===== config.mk =====
export PLATFORM = sky130hd
export DESIGN_NAME = smem_strobe_seq
export DESIGN_NICKNAME = d
export VERILOG_FILES = /design/src/rtl/smem_pkg.sv /design/src/rtl/smem_win.sv /design/src/rtl/smem_float.sv /design/src/rtl/smem_strobe_seq.sv
export SDC_FILE = /design/constraint.sdc
export NUM_CORES = 1
export LEC_CHECK = 0
export ABC_AREA = 1
export BUFFER_PORTS_ARGS = -buffer_cell sky130_fd_sc_hd__buf_2
export CORE_ASPECT_RATIO = 1.25
export CORE_MARGIN = 1
export CORE_UTILIZATION = 50
export CTS_BUF_LIST = sky130_fd_sc_hd__clkbuf_4
export DETAILED_ROUTE_END_ITERATION = 12
export HOLD_SLACK_MARGIN = 0.02
export PLACE_DENSITY = 0.76
export SYNTH_ARGS = -nofsm -noshare
export SYNTH_HDL_FRONTEND = slang
export SYNTH_HIERARCHICAL = 1
export SYNTH_SLANG_ARGS = --single-unit
export TNS_END_PERCENT = 30

===== constraint.sdc =====
create_clock -name clk -period 4.5 [get_ports clk]
set_input_delay 0.9 -clock clk [delete_from_list [all_inputs] [get_ports clk]]
set_output_delay 0.9 -clock clk [all_outputs]
set_load 0.01 [all_outputs]

===== src/rtl/smem_pkg.sv =====
package smem_pkg;
    typedef enum logic [1:0] {
        ST_IDLE = 2'd0,
        ST_BUSY = 2'd1,
        ST_DONE = 2'd2
    } seq_state_t;

    localparam logic [1:0] WAIT_OFF    = 2'd0;
    localparam logic [1:0] WAIT_RSV    = 2'd1;
    localparam logic [1:0] WAIT_FREEZE = 2'd2;
    localparam logic [1:0] WAIT_READY  = 2'd3;

    // index of each strobe window in the window array
    localparam int WIN_CS_RD = 0;
    localparam int WIN_RD    = 1;
    localparam int WIN_CS_WR = 2;
    localparam int WIN_WR    = 3;
    localparam int WIN_COUNT = 4;
endpackage


===== src/rtl/smem_win.sv =====
// Decodes one strobe window from the running cycle index.
module smem_win #(
    parameter int CW = 8
) (
    input  logic [CW-1:0] t,
    input  logic [CW-1:0] setup,
    input  logic [CW-1:0] pulse,
    input  logic [CW:0]   total,
    output logic          act,
    output logic          last
);
    logic [CW:0] tx;
    logic [CW:0] tnext;
    logic [CW:0] endx;

    always_comb begin
        tx    = {1'b0, t};
        tnext = tx + 1'b1;
        endx  = {1'b0, setup} + {1'b0, pulse};
        act   = (tx >= {1'b0, setup}) && (tx < endx) && (tx < total);
        last  = act && ((tnext == endx) || (tnext == total));
    end
endmodule


===== src/rtl/smem_float.sv =====
// Turnaround counter: loaded with span+1, counts down to zero.
module smem_float #(
    parameter int FW = 4
) (
    input  logic          clk,
    input  logic          rst_n,
    input  logic          load,
    input  logic [FW-1:0] span,
    output logic          busy
);
    logic [FW:0] cnt_q;

    always_ff @(posedge clk or negedge rst_n) begin
        if (!rst_n)
            cnt_q <= '0;
        else if (load)
            cnt_q <= {1'b0, span} + 1'b1;
        else if (cnt_q != '0)
            cnt_q <= cnt_q - 1'b1;
    end

    assign busy = (cnt_q != '0);


    float_countdown_chk: assert property (@(posedge clk) disable iff (!rst_n)
        (busy && !load) |=> (cnt_q == $past(cnt_q) - 1'b1));
endmodule


===== src/rtl/smem_strobe_seq.sv =====
module smem_strobe_seq
    import smem_pkg::*;
#(
    parameter int LANES = 4,
    parameter int AW    = 24,
    parameter int CW    = 8,
    parameter int FW    = 4,
    localparam int DW   = 8 * LANES
) (
    input  logic             clk,
    input  logic             rst_n,
    input  logic             req,
    input  logic             req_we,
    input  logic [AW-1:0]    req_addr,
    input  logic [DW-1:0]    req_wdata,
    input  logic [LANES-1:0] req_be,
    output logic             ack,
    output logic [DW-1:0]    rdata,
    output logic [AW-1:0]    mem_addr,
    output logic             mem_cs_n,
    output logic             mem_rd_n,
    output logic [LANES-1:0] mem_wr_n,
    output logic [LANES-1:0] mem_bsel_n,
    output logic [DW-1:0]    mem_dout,
    output logic             mem_doe,
    input  logic [DW-1:0]    mem_din,
    input  logic             mem_wait,
    input  logic [CW-1:0]    cfg_cs_rd_setup,
    input  logic [CW-1:0]    cfg_rd_setup,
    input  logic [CW-1:0]    cfg_cs_wr_setup,
    input  logic [CW-1:0]    cfg_wr_setup,
    input  logic [CW-1:0]    cfg_cs_rd_pulse,
    input  logic [CW-1:0]    cfg_rd_pulse,
    input  logic [CW-1:0]    cfg_cs_wr_pulse,
    input  logic [CW-1:0]    cfg_wr_pulse,
    input  logic [CW-1:0]    cfg_rd_cycle,
    input  logic [CW-1:0]    cfg_wr_cycle,
    input  logic [1:0]       cfg_width,
    input  logic             cfg_rd_on_strobe,
    input  logic             cfg_wr_on_strobe,
    input  logic [1:0]       cfg_wait_mode,
    input  logic             cfg_lane_strobes,
    input  logic [FW-1:0]    cfg_float,
    input  logic             cfg_float_skip
);
    seq_state_t st_q, st_d;

    logic [CW-1:0]    t_q;
    logic             we_q;
    logic [AW-1:0]    addr_q;
    logic [DW-1:0]    wdata_q;
    logic [LANES-1:0] be_q;
    logic [DW-1:0]    rdata_q;

    logic [WIN_COUNT*CW-1:0] setup_pk;
    logic [WIN_COUNT*CW-1:0] pulse_pk;
    logic [WIN_COUNT-1:0]    win_act;
    logic [WIN_COUNT-1:0]    win_last;

    logic [CW-1:0] cyc_sel;
    logic [CW:0]   tot_x;
    logic          busy, flt_busy, accept, hold, adv, end_acc, cap_edge;
    logic          wr_on;
    logic [CW-1:0] drive_setup;
    logic [LANES-1:0] lane_on, lane_sel;
    int            n_lanes;

    assign setup_pk = {cfg_wr_setup, cfg_cs_wr_setup, cfg_rd_setup, cfg_cs_rd_setup};
    assign pulse_pk = {cfg_wr_pulse, cfg_cs_wr_pulse, cfg_rd_pulse, cfg_cs_rd_pulse};
    assign cyc_sel  = we_q ? cfg_wr_cycle : cfg_rd_cycle;
    assign tot_x    = (cyc_sel == '0) ? {{CW{1'b0}}, 1'b1} : {1'b0, cyc_sel};

    for (genvar g = 0; g < WIN_COUNT; g++) begin : g_win
        smem_win #(.CW(CW)) u_win (
            .t     (t_q),
            .setup (setup_pk[g*CW +: CW]),
            .pulse (pulse_pk[g*CW +: CW]),
            .total (tot_x),
            .act   (win_act[g]),
            .last  (win_last[g])
        );
    end

    smem_float #(.FW(FW)) u_float (
        .clk   (clk),
        .rst_n (rst_n),
        .load  (end_acc && !we_q),
        .span  (cfg_float),
        .busy  (flt_busy)
    );

    // handshake and cycle-index control
    always_comb begin
        busy   = (st_q == ST_BUSY);
        accept = (st_q == ST_IDLE) && req && (!flt_busy || (cfg_float_skip && !req_we));
        hold   = mem_wait && ((cfg_wait_mode == WAIT_FREEZE) ||
                 ((cfg_wait_mode == WAIT_READY) && (we_q ? win_last[WIN_WR] : win_last[WIN_RD])));
        adv      = busy && !hold;
        end_acc  = adv && (({1'b0, t_q} + 1'b1) == tot_x);
        cap_edge = adv && !we_q &&
                   (cfg_rd_on_strobe ? win_last[WIN_RD] : win_last[WIN_CS_RD]);
    end

    // next state
    always_comb begin
        st_d = st_q;
        unique case (st_q)
            ST_IDLE: if (accept)  st_d = ST_BUSY;   // take
            ST_BUSY: if (end_acc) st_d = ST_DONE;   // finish (else step/hold)
            ST_DONE:              st_d = ST_IDLE;   // release
            default:              st_d = ST_IDLE;
        endcase
    end

    // state register
    always_ff @(posedge clk or negedge rst_n) begin
        if (!rst_n) st_q <= ST_IDLE;
        else        st_q <= st_d;
    end

    // access registers
    always_ff @(posedge clk or negedge rst_n) begin
        if (!rst_n) begin
            t_q     <= '0;
            we_q    <= 1'b0;
            addr_q  <= '0;
            wdata_q <= '0;
            be_q    <= '0;
            rdata_q <= '0;
        end else if (accept) begin
            t_q     <= '0;
            we_q    <= req_we;
            addr_q  <= req_addr;
            wdata_q <= req_wdata;
            be_q    <= req_be;
            rdata_q <= '0;
        end else if (adv) begin
            if (!end_acc) t_q <= t_q + 1'b1;
            if (cap_edge) rdata_q <= mem_din;
        end
    end

    // outputs
    always_comb begin
        unique case (cfg_width)
            2'd0:    n_lanes = 1;
            2'd1:    n_lanes = 2;
            default: n_lanes = 4;
        endcase
        lane_on = '0;
        for (int i = 0; i < LANES; i++)
            if (i < n_lanes) lane_on[i] = 1'b1;
        lane_sel    = lane_on & (we_q ? be_q : {LANES{1'b1}});
        wr_on       = busy && we_q && win_act[WIN_WR];
        drive_setup = cfg_wr_on_strobe ? cfg_wr_setup : cfg_cs_wr_setup;

        mem_cs_n = !(busy && (we_q ? win_act[WIN_CS_WR] : win_act[WIN_CS_RD]));
        mem_rd_n = !(busy && !we_q && win_act[WIN_RD]);
        if (cfg_lane_strobes) begin
            mem_wr_n   = wr_on ? ~lane_sel : {LANES{1'b1}};
            mem_bsel_n = {LANES{1'b1}};
        end else begin
            mem_wr_n    = {LANES{1'b1}};
            mem_wr_n[0] = !wr_on;
            mem_bsel_n  = busy ? ~lane_sel : {LANES{1'b1}};
        end
        mem_doe  = busy && we_q && (t_q >= drive_setup);
        mem_addr = addr_q;
        mem_dout = wdata_q;
        ack      = (st_q == ST_DONE);
        rdata    = rdata_q;
    end


    ack_pulse_chk: assert property (@(posedge clk) disable iff (!rst_n)
        ack |=> !ack);

    addr_hold_chk: assert property (@(posedge clk) disable iff (!rst_n)
        busy |=> $stable(mem_addr));

    accept_gate_chk: assert property (@(posedge clk) disable iff (!rst_n)
        ((st_q == ST_IDLE) && (st_d == ST_BUSY) && req_we) |-> !flt_busy);

    doe_write_chk: assert property (@(posedge clk) disable iff (!rst_n)
        mem_doe |-> (mem_rd_n && busy));

    rw_excl_chk: assert property (@(posedge clk) disable iff (!rst_n)
        !(!mem_rd_n && !(&mem_wr_n)));

    freeze_chk: assert property (@(posedge clk) disable iff (!rst_n)
        (busy && mem_wait && (cfg_wait_mode == WAIT_FREEZE))
        |=> $stable({mem_cs_n, mem_rd_n, mem_wr_n, mem_bsel_n, mem_doe}));
endmodule


; ---- After elaboration in Yosys (flattened, before gate mapping)
; Index checks and enable logic that the tools add are counted.
[totals]
regBits = 108
output_inout_bits = 100
[op_classes]
n_addsub = 8
magnitude_cmp = 14
eq_ne = 12
mux = 27
n_bitwise = 2
reduce_logical = 49
[ops]
columns = operator, count
row1 = $mux 32, 3
row2 = $lt 3x32->1 const A, 2
row3 = $mux 8, 6
row4 = $ge 8x8->1, 5
row5 = $add 8x8->9, 4
row6 = $lt 8x9->1, 4
row7 = $lt 1x32->1 const A, 1
row8 = $lt 2x32->1 const A, 1
row9 = $eq 9x9->1, 3
row10 = $logic_and 1x1->1, 27
row11 = $mux 4, 5
row12 = $mux 5, 2
row13 = $add 8x1->9 const B, 1
row14 = $eq 9x8->1, 1
row15 = $add 8x1->8 const B, 1
row16 = $logic_not 8->1, 1
row17 = $lt 8x8->1, 1
row18 = $logic_not 1->1, 7
row19 = $mux 1, 7
row20 = $eq 2x2->1 const B, 3
row21 = $pmux 3 s2, 1
row22 = $reduce_and 2->1, 3
row23 = $reduce_bool 2->1, 3
row24 = $add 4x1->5 const B, 1
row25 = other kinds (11), 19

; ---- Longest topological paths before layout
[depth]
word_depth = 17
depth_mapped = 30
mapped_depth_nobuf = 30

; ---- By module
; Netlist, hierarchy kept.
[by_module_without_submodules]
columns = module, instances, cells_per_inst, area_per_inst_um2, seq_area_each_um2
row1 = smem_strobe_seq, 1, 640, 5047.3, 2577.5
row2 = smem_win at g_win[1].u_win ..., 2, 267, 1500.2, 0.0
row3 = smem_win at g_win[0].u_win ..., 2, 268, 1498.9, 0.0
row4 = smem_float, 1, 48, 345.3, 125.1

; ---- Worst setup path before layout
; OpenSTA, ideal clock, no wires.
[synth_timing]
path_type = in2out
from = in cfg_wr_setup[0]
to = out mem_wr_n[1]
t_arrival_ps = 3001
t_required_ps = 3600
setup_slack_ps = 599
stages = 21
path_buffers = 0
path_cell_list = ha_1 -> inv_1 -> fa_1 -> inv_1 -> nand2_2 -> nand2_2 -> nand3_1 -> nand2_1 -> ha_1 -> a21oi_1 -> nand2_1 -> nand3_1 -> nand3b_1 -> nand2_1 -> nand2_1 -> nand2_1 -> nand2_1 -> inv_1 -> nand2_1 -> nor2_1 -> nand2_1
[synth_between]
elab_chain_cells = 7
elab_cells_between_ends = 8
cone_classes = add/sub (1) / order compare (2) / mux (2) / reduce/logical (3)
[synth_lines]
columns = element, line
row1 = start: declaration, smem_strobe_seq.sv:31  ; input logic [CW-1:0] cfg_wr_setup,
row2 = $add 8x8->9, smem_win.sv:19  ; endx = {1'b0, setup} + {1'b0, pulse};
row3 = $lt 8x9->1, smem_win.sv:20  ; act = (tx >= {1'b0, setup}) && (tx < endx) && (tx < total);
row4 = $logic_and 1x1->1 (*) (2 in a row), smem_win.sv:20
row5 = via win_act[3], smem_strobe_seq.sv:57  ; logic [WIN_COUNT-1:0] win_act;
row6 = $logic_and 1x1->1 (*), smem_strobe_seq.sv:154  ; wr_on = busy && we_q && win_act[WIN_WR];
row7 = $mux 4 (*), smem_strobe_seq.sv:160  ; mem_wr_n = wr_on ? ~lane_sel : {LANES{1'b1}};
row8 = $mux 4 (*), smem_strobe_seq.sv:159  ; if (cfg_lane_strobes) begin
row9 = end: declaration, smem_strobe_seq.sv:22  ; output logic [LANES-1:0] mem_wr_n,
; The timed path passes the listed nets; every way through them passes the cells marked *.

; ---- Final worst setup path
; Ends and elaborated chain as after synthesis.

==> out/results.txt <==
First-pass GRT wire length -> 52.4 mm
R2R depth -> 24
Clock Latency Late Sink -> 480 ps
Crit Reg-Reg Endpoint -> t_q[0]
Global-route usage over all layers -> 29.2%
Pre-CTS WS -> 44.9 ps
Multi-input gate area -> 7100 µm²
Worst vdd ir -> 0.342 mV
Die H -> 167 µm
Worst Path Required -> 3600 ps
Worst Skew -> 30.7 ps
Relative slew slack -> 29.5%
# rows -> 60
Crit path setup slack, layout -> 260 ps
Fillcell total -> 2,075
CTS tree -> yes
CP cell instances -> buf_2 -> ha_4 -> inv_1 -> fa_2 -> inv_2 -> nand2_2 -> nand2_4 -> nand3_1 -> nand2_1 -> ha_1 -> a21oi_1 -> nand2_1 -> nand3_1 -> nand3b_1 -> nand2_1 -> nand2_1 -> nand2_1 -> nand2_1 -> inv_1 -> nand2_2 -> nor2_4 -> nand2_1 -> buf_2
Grt total ovfl -> 0
Tcrit/Tclk final -> 94.2%
Synthesized instance count -> 1,655
Clock-pin slew on the worst setup and hold paths -> 200 ps
Critical Path Sink -> mem_wr_n[1]
Synthesis warning total -> 6
Postcts setup bufs -> 0
Final Critical Period -> 4240 ps
# IOs -> 289
Initial Utilization -> 50.8%
DR WL/cell -> 14.5 µm
DP Area -> 12,800 µm²
Clock Root Buffer -> clkbuf_4
Worst-margin pin slew -> 1060 ps
DRT Pass-1 Iters -> 5
Critical path's slowest cell -> fa_2
Syn Area/Cell -> 6.59 µm²
Slowest stage delay, CP -> 370 ps
Peak Freq -> 236 MHz
Critical Path Sink Type -> output pin
Crit path launch -> cfg_wr_setup[0]
Area grow syn2layout -> 19.5%
CTS sink count -> 108
Startpoint types -> primary input
H-tree levels -> 3
Critical Path Most Common Cell -> nand2_1
Kind of critical path -> primary input to output pin
Mapped cell area -> 10,900 µm²
Via count -> 11,571
Max Cap Violations -> 0
Storage cell area -> 2700 µm²
CP max FO -> 4
Worst R2R Start -> we_q
Count of input and output buffers -> 288
HP Class -> primary input to async pin
Pwr Density -> 478 nW/µm²
Layout cell share with drive strength beyond 1 -> 22.5%
R2r setup slk -> 630 ps
DRC viols -> 0
Layout Nets -> 2,294
Design Area, Final -> 13,000 µm²
Starting DRT DRC Count -> 574
Remaining antenna violation count -> 0
CP arrival -> 3340 ps
Leakage -> 7.93 nW
Hold buffers post-CTS -> 0
Hold Vio Cnt, Final -> 0
Status -> finished clean
Hold_ws -> 428 ps
Vias in the first global route -> 10,942
Initial antenna violation count -> 6
Post-DP HPWL -> 26.3 mm
Core area -> 21,500 µm²
Max Slew Vio Count -> 0
Global placement routability congestion -> 0.905
WL final -> 32.6 mm
Die width -> 134 µm
Max Buffers Root-to-Sink -> 2
TritonCTS buffer count -> 9
Setup violators final -> 0
Die area -> 22,400 µm²
Largest net degree at the start of global routing -> 104
Vias per inst -> 5.15
-- layer usage --
metal	part of all wire, %	global-route usage, %	vias to the layer above
li1	-	-	5881
met1	42	35.7	5293
met2	50	52.0	355
met3	6.8	5.06	42
met4	2.0	8.60	0
met5	0	0	-
-- layout by cell type, fill, tap and decap left out, drive strengths merged, types with 4 or more instances in the layout --
cell type / n
or2: 6
nand2: 588
xor2: 5
o21bai: 6
nand4: 18
inv: 279
o21ai: 65
diode: 6
a21oi: 63
o2111ai: 6
nand3b: 8
conb: 9
nor2: 97
ha: 143
buf: 312
nor3: 8
nor4: 4
o21a: 4
clkbuf: 9
mux2i: 8
dfrtp: 108
nand3: 193
fa: 4
-- metrics by stage --
step                      util (%)  instances  setup TNS (ps)  total power [mW]
after floorplan                  -       1663               0              4.26
after global placement        59.7       2226               0              5.50
after detailed placement      59.7       2226               0              5.64
after CTS                     60.4       2242               0              6.21
after global routing          60.7       2248           -14.6              6.83
final                         60.7       2248               0              6.23
-- registers in the layout, indices dropped and copies added (netlist names) --
signal,count
mem_dout,32
we_q,1
u_float/cnt_q,5
mem_addr,24
t_q,8
be_q,4
st_q,2
rdata,32
-- what timing repair did --
action                     CTS  global route
setup endpoints to repair    0            13
hold endpoints to repair     0             0
resized for setup            0            12
-- worst max-delay path: cells and delay by family --
kind	cells	cell delay, ps
adder cells (fa/ha/maj)	3	750
AO/OA/AOI/OAI	1	140
AND/OR/NAND/NOR	14	1090
buffers and inverters	5	450
-- power by group --
part | internal (mW) | total (mW) | switching [mW]
Clock | 0.185 | 0.552 | 0.366
Combinational | 1.49 | 3.86 | 2.38
Sequential | 1.41 | 1.81 | 0.400
-- worst min-delay path by stage --
stage                    to  cells after the start          from  slack, ps
6_report           rdata[7]                      1         rst_n        430
5_1_grt           rdata[20]                      1         rst_n        440
4_1_cts            rdata[8]                      1         rst_n        430
3_5_place_dp    mem_addr[9]                      2   mem_addr[9]        460
3_3_place_gp   mem_dout[14]                      2  mem_dout[14]        460
2_1_floorplan       be_q[0]                      2       be_q[0]        440
-- layout make-up --
class | count | share of cell area [%]
multi-input combinational | 1251 | 54.5
sequential | 108 | 20.7
timing repair buffer | 312 | 12.7
inverter | 276 | 7.99
tap | 279 | 2.68
clock inverter | 7 | 0.710
clock buffer | 9 | 0.518
antenna | 6 | 0.115
Power figures use the tool's default switching activity.
